[config.mk]
export PLATFORM = sky130hd
export DESIGN_NAME = dragon_ctrl
export DESIGN_NICKNAME = d
export VERILOG_FILES = /design/src/rtl/dragon_pkg.sv /design/src/rtl/dragon_tag_store.sv /design/src/rtl/dragon_data_ram.sv /design/src/rtl/dragon_snoop.sv /design/src/rtl/dragon_ctrl.sv
export SDC_FILE = /design/constraint.sdc
export NUM_CORES = 1
export LEC_CHECK = 0
export CORE_ASPECT_RATIO = 1.75
export CORE_MARGIN = 5
export CORE_UTILIZATION = 38
export CTS_CLUSTER_SIZE = 28
export DETAILED_ROUTE_END_ITERATION = 10
export GPL_TIMING_DRIVEN = 0
export PLACE_DENSITY = 0.6
export SYNTH_ARGS = -nofsm -noshare
export SYNTH_HDL_FRONTEND = slang
export SYNTH_SLANG_ARGS = --single-unit
[constraint.sdc]
create_clock -name clk -period 7.93 [get_ports clk]
set_input_delay 1.9825 -clock clk [delete_from_list [all_inputs] [get_ports clk]]
set_output_delay 1.9825 -clock clk [all_outputs]
set_load 0.005 [all_outputs]
[src/rtl/dragon_pkg.sv]
package dragon_pkg;

  typedef enum logic [1:0] {
    LS_EXCL   = 2'd0,
    LS_SCLEAN = 2'd1,
    LS_SDIRTY = 2'd2,
    LS_MOD    = 2'd3
  } line_state_t;

  typedef enum logic [1:0] {
    BC_NONE   = 2'd0,
    BC_READ   = 2'd1,
    BC_UPDATE = 2'd2,
    BC_WBACK  = 2'd3
  } bus_cmd_t;

  typedef enum logic [2:0] {
    FS_IDLE,
    FS_VICT,
    FS_WBACK,
    FS_READ,
    FS_UPD
  } fsm_t;

  function automatic logic is_dirty(line_state_t s);
    return (s == LS_MOD) || (s == LS_SDIRTY);
  endfunction

  function automatic logic is_shared(line_state_t s);
    return (s == LS_SCLEAN) || (s == LS_SDIRTY);
  endfunction

  function automatic line_state_t fill_state(logic shared);
    return shared ? LS_SCLEAN : LS_EXCL;
  endfunction

  function automatic line_state_t after_update(logic shared);
    return shared ? LS_SDIRTY : LS_MOD;
  endfunction

  function automatic line_state_t snoop_next(line_state_t s, bus_cmd_t c);
    line_state_t n;
    n = s;
    case (c)
      BC_READ: begin
        if (s == LS_EXCL) n = LS_SCLEAN;
        else if (s == LS_MOD) n = LS_SDIRTY;
      end
      BC_UPDATE: n = LS_SCLEAN;
      default: n = s;
    endcase
    return n;
  endfunction

endpackage

[src/rtl/dragon_tag_store.sv]
module dragon_tag_store
  import dragon_pkg::*;
#(
  parameter int IDX_W = 4,
  parameter int TAG_W = 8
) (
  input  logic             clk,
  input  logic             rst,
  input  logic             wr_en,
  input  logic [IDX_W-1:0] wr_idx,
  input  logic [TAG_W-1:0] wr_tag,
  input  line_state_t      wr_state,
  input  logic [IDX_W-1:0] a_idx,
  output logic             a_valid,
  output logic [TAG_W-1:0] a_tag,
  output line_state_t      a_state,
  input  logic [IDX_W-1:0] b_idx,
  output logic             b_valid,
  output logic [TAG_W-1:0] b_tag,
  output line_state_t      b_state
);
  localparam int LINES = 1 << IDX_W;

  logic        valid_q [LINES];
  logic [TAG_W-1:0] tag_q [LINES];
  line_state_t state_q [LINES];

  always_ff @(posedge clk) begin
    if (rst) begin
      for (int i = 0; i < LINES; i++) valid_q[i] <= 1'b0;
    end else if (wr_en) begin
      valid_q[wr_idx] <= 1'b1;
    end
  end

  always_ff @(posedge clk) begin
    if (wr_en) begin
      tag_q[wr_idx]   <= wr_tag;
      state_q[wr_idx] <= wr_state;
    end
  end

  assign a_valid = valid_q[a_idx];
  assign a_tag   = tag_q[a_idx];
  assign a_state = state_q[a_idx];
  assign b_valid = valid_q[b_idx];
  assign b_tag   = tag_q[b_idx];
  assign b_state = state_q[b_idx];

endmodule

[src/rtl/dragon_data_ram.sv]
module dragon_data_ram #(
  parameter int IDX_W  = 4,
  parameter int DATA_W = 32
) (
  input  logic              clk,
  input  logic              we,
  input  logic [IDX_W-1:0]  waddr,
  input  logic [DATA_W-1:0] wdata,
  input  logic [IDX_W-1:0]  raddr,
  output logic [DATA_W-1:0] rdata
);
  localparam int LINES = 1 << IDX_W;

  logic [DATA_W-1:0] mem [LINES];

  always_ff @(posedge clk) begin
    if (we) mem[waddr] <= wdata;
    rdata <= mem[raddr];
  end

endmodule

[src/rtl/dragon_snoop.sv]
module dragon_snoop
  import dragon_pkg::*;
#(
  parameter int TAG_W = 8
) (
  input  logic             snp_valid,
  input  logic [1:0]       snp_cmd,
  input  logic [TAG_W-1:0] snp_tag,
  input  logic             line_valid,
  input  logic [TAG_W-1:0] line_tag,
  input  line_state_t      line_state,
  output logic             hit,
  output logic             take_data,
  output line_state_t      next_state
);
  bus_cmd_t cmd;

  assign cmd        = bus_cmd_t'(snp_cmd);
  assign hit        = snp_valid && line_valid && (line_tag == snp_tag);
  assign take_data  = hit && (cmd == BC_UPDATE);
  assign next_state = snoop_next(line_state, cmd);

endmodule

[src/rtl/dragon_ctrl.sv]
module dragon_ctrl
  import dragon_pkg::*;
#(
  parameter int ADDR_W = 12,
  parameter int DATA_W = 32,
  parameter int IDX_W  = 4
) (
  input  logic              clk,
  input  logic              rst,
  input  logic              req_valid,
  input  logic              req_write,
  input  logic [ADDR_W-1:0] req_addr,
  input  logic [DATA_W-1:0] req_wdata,
  output logic              req_ready,
  output logic              rsp_valid,
  output logic [DATA_W-1:0] rsp_rdata,
  output logic [1:0]        bus_cmd,
  output logic [ADDR_W-1:0] bus_addr,
  output logic [DATA_W-1:0] bus_wdata,
  input  logic              bus_shared_in,
  input  logic [DATA_W-1:0] bus_rdata,
  input  logic              snp_valid,
  input  logic [1:0]        snp_cmd,
  input  logic [ADDR_W-1:0] snp_addr,
  input  logic [DATA_W-1:0] snp_data,
  output logic              snp_shared
);
  localparam int TAG_W = ADDR_W - IDX_W;

  fsm_t              fs_q;
  logic              lat_write;
  logic [ADDR_W-1:0] lat_addr;
  logic [DATA_W-1:0] lat_wdata;

  logic [IDX_W-1:0]  req_idx, lat_idx, snp_idx, a_idx;
  logic [TAG_W-1:0]  req_tag, lat_tag, snp_tag;

  logic              a_valid, b_valid;
  logic [TAG_W-1:0]  a_tag, b_tag;
  line_state_t       a_state, b_state;

  logic              snp_hit, snp_take;
  line_state_t       snp_next_st;
  logic              snp_apply;

  logic              tw_en;
  logic [IDX_W-1:0]  tw_idx;
  logic [TAG_W-1:0]  tw_tag;
  line_state_t       tw_state;
  logic              rw_en;
  logic [IDX_W-1:0]  rw_idx;
  logic [DATA_W-1:0] rw_data;
  logic [DATA_W-1:0] ram_q;

  bus_cmd_t          bus_cmd_q;
  logic [ADDR_W-1:0] bus_addr_q;
  logic [DATA_W-1:0] bus_data_q;
  logic              rsp_valid_q, rsp_from_ram;
  logic [DATA_W-1:0] rsp_q;

  logic              accept, p_hit;

  assign req_idx = req_addr[IDX_W-1:0];
  assign req_tag = req_addr[ADDR_W-1:IDX_W];
  assign lat_idx = lat_addr[IDX_W-1:0];
  assign lat_tag = lat_addr[ADDR_W-1:IDX_W];
  assign snp_idx = snp_addr[IDX_W-1:0];
  assign snp_tag = snp_addr[ADDR_W-1:IDX_W];
  assign a_idx   = (fs_q == FS_IDLE) ? req_idx : lat_idx;

  assign req_ready = (fs_q == FS_IDLE) && !snp_valid;
  assign accept    = req_valid && req_ready;
  assign p_hit     = a_valid && (a_tag == req_tag);
  assign snp_apply = (fs_q == FS_IDLE) && snp_hit;

  dragon_tag_store #(.IDX_W(IDX_W), .TAG_W(TAG_W)) u_tags (
    .clk(clk), .rst(rst),
    .wr_en(tw_en), .wr_idx(tw_idx), .wr_tag(tw_tag), .wr_state(tw_state),
    .a_idx(a_idx), .a_valid(a_valid), .a_tag(a_tag), .a_state(a_state),
    .b_idx(snp_idx), .b_valid(b_valid), .b_tag(b_tag), .b_state(b_state)
  );

  dragon_data_ram #(.IDX_W(IDX_W), .DATA_W(DATA_W)) u_data (
    .clk(clk), .we(rw_en), .waddr(rw_idx), .wdata(rw_data),
    .raddr(a_idx), .rdata(ram_q)
  );

  dragon_snoop #(.TAG_W(TAG_W)) u_snoop (
    .snp_valid(snp_valid), .snp_cmd(snp_cmd), .snp_tag(snp_tag),
    .line_valid(b_valid), .line_tag(b_tag), .line_state(b_state),
    .hit(snp_hit), .take_data(snp_take), .next_state(snp_next_st)
  );

  // Array write selection: observed commands first, then own FSM.
  always_comb begin
    tw_en    = 1'b0;
    tw_idx   = lat_idx;
    tw_tag   = lat_tag;
    tw_state = LS_EXCL;
    rw_en    = 1'b0;
    rw_idx   = lat_idx;
    rw_data  = lat_wdata;
    if (snp_apply) begin
      tw_en    = 1'b1;
      tw_idx   = snp_idx;
      tw_tag   = b_tag;
      tw_state = snp_next_st;
      rw_en    = snp_take;
      rw_idx   = snp_idx;
      rw_data  = snp_data;
    end else begin
      case (fs_q)
        FS_IDLE: begin
          if (accept && p_hit && req_write) begin
            rw_en   = 1'b1;
            rw_idx  = req_idx;
            rw_data = req_wdata;
            if (!is_shared(a_state)) begin
              tw_en    = 1'b1;
              tw_idx   = req_idx;
              tw_tag   = req_tag;
              tw_state = LS_MOD;
            end
          end
        end
        FS_READ: begin
          tw_en    = 1'b1;
          tw_state = (lat_write && !bus_shared_in) ? LS_MOD : fill_state(bus_shared_in);
          rw_en    = 1'b1;
          rw_data  = lat_write ? lat_wdata : bus_rdata;
        end
        FS_UPD: begin
          tw_en    = 1'b1;
          tw_state = after_update(bus_shared_in);
        end
        default: ;
      endcase
    end
  end

  always_ff @(posedge clk) begin
    if (rst) begin
      fs_q         <= FS_IDLE;
      lat_write    <= 1'b0;
      lat_addr     <= '0;
      lat_wdata    <= '0;
      bus_cmd_q    <= BC_NONE;
      bus_addr_q   <= '0;
      bus_data_q   <= '0;
      rsp_valid_q  <= 1'b0;
      rsp_from_ram <= 1'b0;
      rsp_q        <= '0;
    end else begin
      rsp_valid_q <= 1'b0;
      case (fs_q)
        FS_IDLE: begin
          if (accept) begin
            lat_write <= req_write;
            lat_addr  <= req_addr;
            lat_wdata <= req_wdata;
            if (p_hit) begin
              if (!req_write) begin
                rsp_valid_q  <= 1'b1;
                rsp_from_ram <= 1'b1;
              end else if (is_shared(a_state)) begin
                bus_cmd_q  <= BC_UPDATE;
                bus_addr_q <= req_addr;
                bus_data_q <= req_wdata;
                fs_q       <= FS_UPD;
              end else begin
                rsp_valid_q  <= 1'b1;
                rsp_from_ram <= 1'b0;
                rsp_q        <= req_wdata;
              end
            end else if (a_valid && is_dirty(a_state)) begin
              fs_q <= FS_VICT;
            end else begin
              bus_cmd_q  <= BC_READ;
              bus_addr_q <= req_addr;
              fs_q       <= FS_READ;
            end
          end
        end
        FS_VICT: begin
          bus_cmd_q  <= BC_WBACK;
          bus_addr_q <= {a_tag, lat_idx};
          bus_data_q <= ram_q;
          fs_q       <= FS_WBACK;
        end
        FS_WBACK: begin
          bus_cmd_q  <= BC_READ;
          bus_addr_q <= lat_addr;
          fs_q       <= FS_READ;
        end
        FS_READ: begin
          if (lat_write && bus_shared_in) begin
            bus_cmd_q  <= BC_UPDATE;
            bus_data_q <= lat_wdata;
            fs_q       <= FS_UPD;
          end else begin
            bus_cmd_q    <= BC_NONE;
            fs_q         <= FS_IDLE;
            rsp_valid_q  <= 1'b1;
            rsp_from_ram <= 1'b0;
            rsp_q        <= lat_write ? lat_wdata : bus_rdata;
          end
        end
        FS_UPD: begin
          bus_cmd_q    <= BC_NONE;
          fs_q         <= FS_IDLE;
          rsp_valid_q  <= 1'b1;
          rsp_from_ram <= 1'b0;
          rsp_q        <= lat_wdata;
        end
        default: fs_q <= FS_IDLE;
      endcase
    end
  end

  assign rsp_valid  = rsp_valid_q;
  assign rsp_rdata  = rsp_from_ram ? ram_q : rsp_q;
  assign bus_cmd    = bus_cmd_q;
  assign bus_addr   = bus_addr_q;
  assign bus_wdata  = bus_data_q;
  assign snp_shared = snp_hit;

endmodule

Word level (Yosys, flattened, before mapping)
Memory sizes are Yosys's and may differ from the RTL's. A register that Yosys moved wholly into a read port is not among the register bits.
Index checks and enable logic that the tools add are counted.
- flip-flop bits (word level): 128
- memory bits (writable): 688
- input bits: 128
- output and inout bits: 81
- logic and storage cells: 156
- memories kept: 4
- eq/ne operators: 23
- muxes and demuxes: 88
- reduce and logical (&&, ||, !) cells: 31
- memory list (name ; depth ; width ; read ports ; clocked after Yosys merged registers in ; write ports ; line ; source):
    u_data.mem ; 16 ; 32 ; 1 ; 1 ; 1 ; dragon_data_ram.sv:14 ; logic [DATA_W-1:0] mem [LINES];
    u_tags.tag_q ; 16 ; 8 ; 2 ; 0 ; 1 ; dragon_tag_store.sv:25 ; logic [TAG_W-1:0] tag_q [LINES];
    u_tags.state_q ; 16 ; 2 ; 2 ; 0 ; 1 ; dragon_tag_store.sv:26 ; line_state_t state_q [LINES];
    u_tags.valid_q ; 16 ; 1 ; 2 ; 0 ; 16 ; dragon_tag_store.sv:24 ; logic valid_q [LINES];
- operators by type and width (kind ; count):
    two-way mux 32 bit ; 14
    one-hot mux 32 bit (3 select lines) ; 2
    one-hot mux 32 bit (2 select lines) ; 1
    two-way mux 12 bit ; 5
    two-way mux 4 bit ; 9
    one-hot mux 12 bit (3 select lines) ; 1
    two-way mux 8 bit ; 4
    two-way mux 1 bit ; 26
    two-way mux 2 bit ; 13
    == test 8 bit ; 2
    two-way mux 3 bit ; 5
    AND reduction 5 bit ; 3
    logical AND 1 bit ; 12
    inequality test 2 bit, second input constant ; 6
    one-hot mux 3 bit (4 select lines) ; 1
    AND reduction 6 bit ; 2
    one-hot mux 2 bit (5 select lines) ; 1
    inequality test 3 bit, second input constant ; 3
    nonzero test 3 bit ; 3
    == test 2 bit, second input constant ; 4
    == test 3 x 2 -> 1 bit, second input constant ; 2
    one-hot mux 1 bit (3 select lines) ; 2
    one-hot mux 2 bit (3 select lines) ; 1
    nonzero test 5 bit ; 1
    15 further kinds ; 19

Longest topological paths before layout
Gate-level depths: netlist of the first run.
An unclocked memory read counts as a cell.
- depth after elaboration: 15
- depth in mapped cells: 22

Hierarchy
Synthesis of the first run repeated with hierarchy kept, for this count alone.
- cells, all modules: 2290
- area, all modules: 36127.1 µm²
- by module, submodules not included (module ; instances ; cells an instance ; area an instance (µm²) ; seq. area each (µm²)):
    dragon_data_ram ; 1 ; 838 ; 19835.3 ; 16015.4
    dragon_tag_store ; 1 ; 432 ; 8197.9 ; 5124.9
    dragon_ctrl ; 1 ; 995 ; 7913.8 ; 2562.5
    dragon_snoop ; 1 ; 25 ; 180.2 ; 0.0

Worst setup path after synthesis of the first run
OpenSTA, ideal clock, no wires.
- path kind: input to register
- start: input req_addr[0]
- end: memory u_data.mem[12][0] (enable)
- setup time: 0.461 ns
- arrival time: 7.395 ns
- slack: 0.074 ns
- cell stages on the path: 14
- cells stage by stage: buf_6 > buf_8 > or4_4 > o22ai_1 > nor2_1 > a22oi_1 > or3b_1 > a2111o_1 > a2111oi_4 > and2_1 > buf_4 > mux2_2 > a21o_1 > nor3_1
- cells in the longest elaborated chain, start to end: 11
- elaborated cells on any way between the ends: 15
- classes of those cells: eq/ne: 1; mux: 9; reduce/logical: 3; memory: 2
- RTL lines (element ; line ; source):
    start: declaration ; dragon_ctrl.sv:12 ; input logic [ADDR_W-1:0] req_addr,
    two-way mux 4 bit ; dragon_ctrl.sv:69 ; assign a_idx = (fs_q == FS_IDLE) ? req_idx : lat_idx;
    memory read (16 x 8 bit) ; -- ;
    == test 8 bit ; dragon_ctrl.sv:73 ; assign p_hit = a_valid && (a_tag == req_tag);
    logical AND 1 bit ; dragon_ctrl.sv:73 ;
    logical AND 1 bit (2 in series) ; dragon_ctrl.sv:114 ; if (accept && p_hit && req_write) begin
    two-way mux 1 bit ; dragon_ctrl.sv:114 ;
    one-hot mux 1 bit (2 select lines) ; dragon_ctrl.sv:112 ; case (fs_q)
    two-way mux 1 bit ; dragon_ctrl.sv:103 ; if (snp_apply) begin
    two-way mux 1 bit ; dragon_data_ram.sv:17 ; if (we) mem[waddr] <= wdata;
    two-way mux 1 bit (implied by the code) ; dragon_data_ram.sv:17 ;
    end: declaration ; dragon_data_ram.sv:14 ;
Several ways; a longest one is shown, not always the timed one.

Final worst setup path of the first run
- start: input snp_addr[1]
- end: output snp_shared
- cells in the longest elaborated chain, start to end: 3
- elaborated cells on any way between the ends: 5
- classes of those cells: eq/ne: 1; reduce/logical: 2; memory: 2
- RTL lines (element ; line ; source):
    start: declaration ; dragon_ctrl.sv:24 ; input logic [ADDR_W-1:0] snp_addr,
    memory read (16 x 8 bit) / memory read (16 x 1 bit) (equally long branches) ; -- ;
    == test 8 bit / logical AND 1 bit (equally long branches) ; dragon_snoop.sv:19 ; assign hit = snp_valid && line_valid && (line_tag == snp_tag);
    logical AND 1 bit * ; dragon_snoop.sv:19 ;
    end: declaration ; dragon_ctrl.sv:26 ; output logic snp_shared
Every way passes the cells marked *; elsewhere a longest branch is shown, timed or not.

==> results of run 1 <==
[through the flow]
stage | setup WS (ns) | total power [uW] | setup TNS (ns) | std cells
floorplan | 0.0736 | 6620 | 0 | 3308
global placement | -5.99 | 7910 | -4068.73 | 4842
detailed placement | -3.33 | 7930 | -2048.80 | 4907
CTS | 0.00735 | 12100 | 0 | 5068
global route | -0.0219 | 12400 | -0.132 | 5072
finish | 0.0585 | 12100 | 0 | 5073
[per-layer routing]
| layer | vias up | GRT usage | share of wire |
|---|---|---|---|
| met4 | 4 | 0.249 | 0.11 |
| met2 | 1781 | 0.494 | 0.49 |
| met3 | 606 | 0.0632 | 0.081 |
| met5 | - | 0 | 0.00018 |
| li1 | 13200 | - | - |
| met1 | 15300 | 0.299 | 0.32 |
[power by group through the flow]
stage | clock network, uW | logic (uW) | registers, uW
floorplan | 0 | 1480 | 5140
global placement | 0 | 2690 | 5220
detailed placement | 0 | 2710 | 5220
CTS | 4190 | 2740 | 5120
global route | 4360 | 2940 | 5140
finish | 4160 | 2820 | 5130
[critical path, stage by stage]
cell and delay, ns:
clkdlybuf4s50_1 0.61, buf_2 0.41, mux4_2 0.40, mux4_2 0.52, xnor2_1 0.46, nand3_1 0.14, or2_2 0.33, nor2_1 0.39
clkdlybuf4s50_1 0.62
[state kept, by name, indices dropped and copies added, names as in the netlist]
register / count
u_data.mem: 512
u_tags.tag_q: 128
bus_wdata: 32
lat_wdata: 32
rsp_q: 32
u_data.rdata: 32
u_tags.state_q: 32
u_tags.valid_q: 16
bus_addr: 12
lat_addr: 12
fs_q: 3
bus_cmd: 2
lat_write: 1
rsp_from_ram: 1
rsp_valid: 1
[area by class of cell]
type,instances,area (um^2)
clock buffers,102,2210
clock inverters,49,602
plain buffers,269,1220
multi-input cells,2160,14500
diodes,2,5.00
fillers,9392,54900
inverters,29,125
well taps,1334,1670
repair buffers,280,3060
flip-flops and latches,848,23700
[layout by cell type, fill, tap and decap left out, types with 10 or more instances in the layout]
master           synthesis  routed
a222oi_1                32      32
o22ai_1                 17      17
buf_4                   17      25
a31oi_2                  0      28
a31oi_1                 72      43
edfxtp_1               672     672
clkbuf_1               183     180
mux2_2                  47      47
inv_1                   27      23
buf_6                    8      51
nand3_1                161     161
clkinv_1                 2      11
nand2b_1                14      14
a211oi_1                40      40
a21oi_1                138     130
mux4_2                  99      99
buf_8                    1      17
and2_1                  10      10
nor2_1                 150     137
mux2i_1                132     128
bufinv_16                0      12
buf_2                   29      34
nor3_2                   3      14
a311oi_1               105     104
dfxtp_1                176     176
and3_1                  73      73
clkdlybuf4s50_1          0     199
buf_1                   33      24
o21ai_0                 63      61
nor3_1                  36      19
nand2_1                761     761
a22oi_1                 35      35
clkbuf_16                0      83
xnor2_1                 13      13
clkinv_2                 0      15
clkbuf_2                 0      13
[worst paths after layout]
| check | slack [ns] | start | end |
|---|---|---|---|
| worst max-delay path | 0.06 | snp_addr[1] | snp_shared |
| worst min-delay path | 0.47 | bus_cmd[0]$_SDFFE_PP0P_ | bus_cmd[0]$_SDFFE_PP0P_ |
| worst max register to register | 0.27 | fs_q[2]$_SDFFE_PP0P_ | u_tags.tag_q[3][0]$_DFFE_PP_ |
| worst min register to register | 0.47 | bus_cmd[0]$_SDFFE_PP0P_ | bus_cmd[0]$_SDFFE_PP0P_ |
[logic make-up (layout without fill, tap and decap cells)]
logic type | count (synthesis) | count (layout) | synth area share
and+or+nand+nor | 1260 | 1260 | 0.140
buffers and inverters | 300 | 729 | 0.0332
muxes | 279 | 279 | 0.105
xor gates and xnor gates | 13 | 13 | 0.00291
adders and majority gates | 4 | 4 | 0.00128
AOI/OAI and AO/OA | 604 | 604 | 0.111
other | 0 | 2 | 0
DFF | 848 | 848 | 0.607
[repair_timing]
item | CTS | global route
buffers inserted | 10 | 1
pin swaps | 4 | 1
gates resized for setup | 61 | 30
hold endpoints to repair | 0 | 0
endpoints found under the setup margin | 1386 | 507
==> results.md, run 1 <==
- Status: finished, final reports clean
- Routed vias/inst: 6.10
- Hold depth: 2
- Wire per inst: 32.1 um
- Synth area leaders: edfxtp_1, dfxtp_1, nand2_1
- Yosys reg bits: 848
- Worst Tran Pin Value: 1.46 ns
- Area growth from synthesis to layout: 20.6%
- CTS H-tree depth: 3
- Sink Count: 848
- DRC Markers: 0
- Final Hold Fails: 0
- DRT Wirelength: 163000 um
- PwrDens: 257 nW/um^2
- Non-Filler Cell Area, Final: around 47000 um^2
- Int Pwr: between 8000 and 9000 uW
- Clk buf depth: 3
- Crit Path Category: input port to primary output
- Max-cap check violation count: 0
- Gate power share: 0.233
- Worst-path maximum fanout: 10
- Final Util: 0.462
- Gr usage total: 0.290
- IO Port Bufs: 200
- Grt ovf: 0
- # hold bufs at CTS: 0
- P_leak: 0.0160 uW
- First-pass GRT wire length: 226000 um
- Row count: 155
- Post-Syn Area: 39100 um^2
- Final HPWL DP: 122000 um
- Async SR Flop Fraction: 0
- Ys Warns: 0
- Worst-Skew Late Latency: 0.69 ns
- DRC marker count from the first detailed-route iteration: 3309
- Largest net degree at the start of global routing: 17
- Post-synth EDFFs: 672
- I/O pins: 209
- Switching Share: 0.319
- Crit path DAT: between 5 and 6 ns
- CP Capture Type: primary output
- Setup violators final: 0
- CP Data Required Time: ~6.0 ns
- Final Cycle Share: 0.993
- Flop pwr share: 0.424
- Clock network power share: 0.344
- Core box area: 102000 um^2
- Synthesized instance count: 3308
- DP Area: 43800 um^2
- Final RePlAce weighted congestion: 1.07
- Clock transition at the registers of the reported paths: roughly 0.060 ns
- NumNets Final: 3801
- Vias post-DR: 30900
- Crit start category: input port
- Commonest cells post-synth: nand2_1, edfxtp_1, clkbuf_1
- Final hold slack: 0.474 ns
- Share of cells above drive strength 1: 0.146
- CTS buffer count: a little over 80
- Antenna Nets Post-Route: 0
- Fin crit period: 7.87 ns
- Psw: 3860 uW
- Die ar.: 110000 um^2
- Worst hold path class: register to register
- Share of the synthesized area in the top cell type: 0.516
- Top-count cell post-synth: nand2_1
- Netlist cell types: 92
- Die height: between 400 and 500 um
- Number of global-route vias before repair: 30900
- Skew final: 0.0321 ns
- Worst vdd ir: 0.164 mV
- Starting density of the core: 0.383
- Clock Tree Root: clkbuf_16
- Initial antenna violation count: 12
- Dominant synthesized flop cell: edfxtp_1
- Largest area contributor in the netlist: edfxtp_1
- Post-Syn Nets: 3440
- Sequential fraction of the synthesis area: 0.607
- Reg2reg path depth: 23
- CTS tree: done
- Post-Syn Area per Cell: 11.8 um^2
- Relative slew margins: 0.0253
- Drt first pass iters: 8
- Max Clock Freq: 127 MHz
- Die W: 252 um
- Max-slew violations: 0
Note: power is estimated with default switching activity, not from simulation.
==> inputs of run 2 (changes only) <==
--- a/config.mk
+++ b/config.mk
@@ -5,13 +5,16 @@
 export SDC_FILE = /design/constraint.sdc
 export NUM_CORES = 1
 export LEC_CHECK = 0
+export CELL_PAD_IN_SITES_DETAIL_PLACEMENT = 1
+export CELL_PAD_IN_SITES_GLOBAL_PLACEMENT = 1
 export CORE_ASPECT_RATIO = 1.75
 export CORE_MARGIN = 5
 export CORE_UTILIZATION = 38
 export CTS_CLUSTER_SIZE = 28
 export DETAILED_ROUTE_END_ITERATION = 10
 export GPL_TIMING_DRIVEN = 0
-export PLACE_DENSITY = 0.6
+export PLACE_DENSITY = 0.7
+export RECOVER_POWER = 50
 export SYNTH_ARGS = -nofsm -noshare
 export SYNTH_HDL_FRONTEND = slang
 export SYNTH_SLANG_ARGS = --single-unit
==> run 2 against run 1 <==
Against the previous run: the run now ends with negative setup slack left; maximum frequency decreased by 2.4%; routed wire length increased by 7.2%; setup slack got worse by 0.19 ns; first-iteration DRC count increased by 0.12%; design area decreased by 0.58%; utilization decreased by 0.27 points; combinational power increased by 2%; sequential cell count unchanged; via count increased by 2.3%; sequential power about the same; global-route usage increased by 2.2 points; clock power decreased by 1%; largest cell class unchanged.
==> results.md, run 2 (same netlist as run 1, synthesis figures left out) <==
- Largest stage delay on the critical path: 0.90 ns (was 0.62 ns)
- Die W: 252 um (unchanged)
- Wire per inst: 34.4 um (was 32.1 um)
- Final HPWL DP: 131000 um (was 122000 um)
- Crit path DAT: 8.43 ns (was 5.89 ns)
- Largest registers: u_data.mem (512), u_tags.tag_q (128) (unchanged)
- Grt ovf: 0 (unchanged)
- Worst-Skew Late Latency: 0.69 ns (about the same)
- CP most frequent cell: clkbuf_1
- DRC marker count from the first detailed-route iteration: 3313 (was 3309)
- Unrepaired setup endpoints after global routing: no
- Setup TNS: -8.60 ns (was 0 ns)
- Violated checks: negative setup slack
- IO Port Bufs: 200 (unchanged)
- Cell Count, Final, Fillers Out: 5078 (was 5073)
- Starting density of the core: 0.383 (unchanged)
- Pre-CTS setup slack: -3.79 ns (was -3.33 ns)
- Max Clock Freq: 124 MHz (was 127 MHz)
- Setup violators final: 218 (was 0)
- CP Data Required Time: 8.29 ns (was 5.95 ns)
- Status: finished, violations left (was finished, final reports clean)
- Stages on worst setup path: 16 (was 9)
- Clock Tree Root: clkbuf_16 (unchanged)
- DP Area: 44000 um^2 (was 43800 um^2)
- Worst vdd ir: 0.174 mV (was 0.164 mV)
- Vias post-DR: 31600 (was 30900)
- Final RePlAce weighted congestion: 0.998 (was 1.07)
- Most common cell after layout, fill and taps aside: nand2_1 (unchanged)
- Crit start category: input port (unchanged)
- Inst Count DP: 4915 (was 4907)
- Max-cap check violation count: 0 (unchanged)
- Worst-path maximum fanout: 16 (was 10)
- Buf/Inv on CP: 5 (was 3)
- Antenna Nets Post-Route: 0 (unchanged)
- Top Family by Delay on Critical Path: buffers and inverters (unchanged)
- Clock transition at the registers of the reported paths: 0.06 ns (about the same)
- CP Capture Type: register (was primary output)
- P_leak: 0.0161 uW (was 0.0160 uW)
- Drt first pass iters: 8 (unchanged)
- First-pass GRT wire length: 244000 um (was 226000 um)
- DRT Wirelength: 175000 um (was 163000 um)
- Number of global-route vias before repair: 33000 (was 30900)
- PwrDens: 259 nW/um^2 (was 257 nW/um^2)
- Fin crit period: 8.07 ns (was 7.87 ns)
- Clk buf depth: 3 (unchanged)
- NumNets Final: 3806 (was 3801)
- Max reg flops: 512 (unchanged)
- Hold depth: 2 (unchanged)
- Routed vias/inst: 6.23 (was 6.10)
- Die ar.: 110000 um^2 (unchanged)
- Die height: 434 um (unchanged)
- Final Cycle Share: 1.02 (was 0.993)
- Largest Register: u_data.mem (unchanged)
- Setup ws final: -0.136 ns (was 0.0585 ns)
- Worst hold path class: register to register (unchanged)
- Sink Count: 848 (unchanged)
- Max-slew violations: 0 (unchanged)
- DRC Markers: 0 (unchanged)
- Core box area: 102000 um^2 (unchanged)
- CTS H-tree depth: 3 (unchanged)
- Initial antenna violation count: 7 (was 12)
- Worst Tran Pin Value: 1.37 ns (was 1.46 ns)
- Area growth from synthesis to layout: 19.9% (was 20.6%)
- Gr usage total: 0.311 (was 0.290)
- Slowest CP cell: clkbuf_1 (was clkdlybuf4s50_1)
- CTS tree: done (unchanged)
- Row count: 155 (unchanged)
- Reg2reg path depth: 17 (was 23)
- I/O pins: 209 (unchanged)
- Most frequent cells in the layout: nand2_1, edfxtp_1, clkbuf_1 (was nand2_1, edfxtp_1, clkdlybuf4s50_1)
- Skew final: 0.0276 ns (was 0.0321 ns)
- Final Hold Fails: 0 (unchanged)
- CTS buffer count: 81 (unchanged)
- Crit-path cells: clkbuf_2 -> clkbuf_1 -> mux4_2 -> mux2i_1 -> nand2_1 -> a311o_1 -> o221a_2 -> o2111ai_1 -> a2111oi_4 -> and2_0 -> buf_4 -> o21bai_1 -> clkbuf_1 -> nand2_1 -> a31oi_2 -> clkbuf_1 (was clkdlybuf4s50_1 -> buf_2 -> mux4_2 -> mux4_2 -> xnor2_1 -> nand3_1 -> or2_2 -> nor2_1 -> clkdlybuf4s50_1)
- Crit Path Category: input port to register (was input port to primary output)
- Non-Filler Cell Area, Final: 46900 um^2 (was 47100 um^2)
- Share of cells above drive strength 1: 0.128 (was 0.146)
- Largest net degree at the start of global routing: 17 (unchanged)
- Relative slew margins: 0.0873 (was 0.0253)
## run 2: worst reg2reg max path, stage by stage, from the launching register on
cell      delay [ns]
dfxtp_1         0.37
clkbuf_1        0.41
buf_2           0.35
o31ai_4         0.54
and2_1          0.21
buf_2           0.38
clkbuf_2        0.42
buf_2           0.37
clkbuf_1        0.54
nand3_1         0.22
a311oi_2        0.43
a21oi_4         0.14
ha_1            0.42
nor2b_1         0.38
and2_1          0.19
clkbuf_1        0.46
mux2i_1         0.38
a21oi_1         1.16
## run 2: layer usage
layer | up-vias | GRT usage | wire (um)
li1 | 13200 | - | -
met1 | 16200 | 0.322 | 57000
met2 | 1661 | 0.538 | 87300
met3 | 579 | 0.0566 | 11400
met4 | 2 | 0.270 | 18900
met5 | - | 0.00181 | 41
## run 2: final timing paths
path | start | endpoint | slack [ns]
max | req_addr[1] | u_data.mem[8][23]$_DFFE_PP_ | -0.14
min reg2reg | bus_addr[7]$_SDFFE_PP0P_ | bus_addr[7]$_SDFFE_PP0P_ | 0.49
min | bus_addr[7]$_SDFFE_PP0P_ | bus_addr[7]$_SDFFE_PP0P_ | 0.49
max reg2reg | fs_q[0]$_SDFFE_PP0P_ | u_tags.tag_q[7][2]$_DFFE_PP_ | 0.17
## run 2: final cells by class
cell class,instances,area (um^2)
Antenna cell,5,12.5
Inverter,29,124
Buffer,271,1200
Clock buffer,113,2230
Multi-Input combinational cell,2160,14500
Sequential cell,848,23700
Fill cell,10800,55200
Timing Repair Buffer,283,2920
Clock inverter,35,517
Tap cell,1334,1670
## run 2: stage by stage
stage          utilization  hold slack (ns)  total power, uW
3_3_place_gp         0.419            0.464             7970
4_1_cts              0.462            0.485            12100
2_1_floorplan            -            0.444             6620
6_report             0.459            0.486            12100
3_5_place_dp         0.431            0.477             8040
5_1_grt              0.459            0.505            12500
## run 2: where the power goes
group	switching (uW)	internal, uW	total, uW	leakage, uW
sequential	138	4990	5120	0.00756
combinational	2030	855	2890	0.00722
clock	1810	2310	4120	0.00133
total	3980	8150	12100	0.0161
## run 2: what timing repair did
item,in CTS,in global routing
buffers inserted,10,0
gates cloned,0,0
gates resized for setup,66,23
pin swaps,6,0
setup endpoints to repair,1423,416
hold buffers,0,0
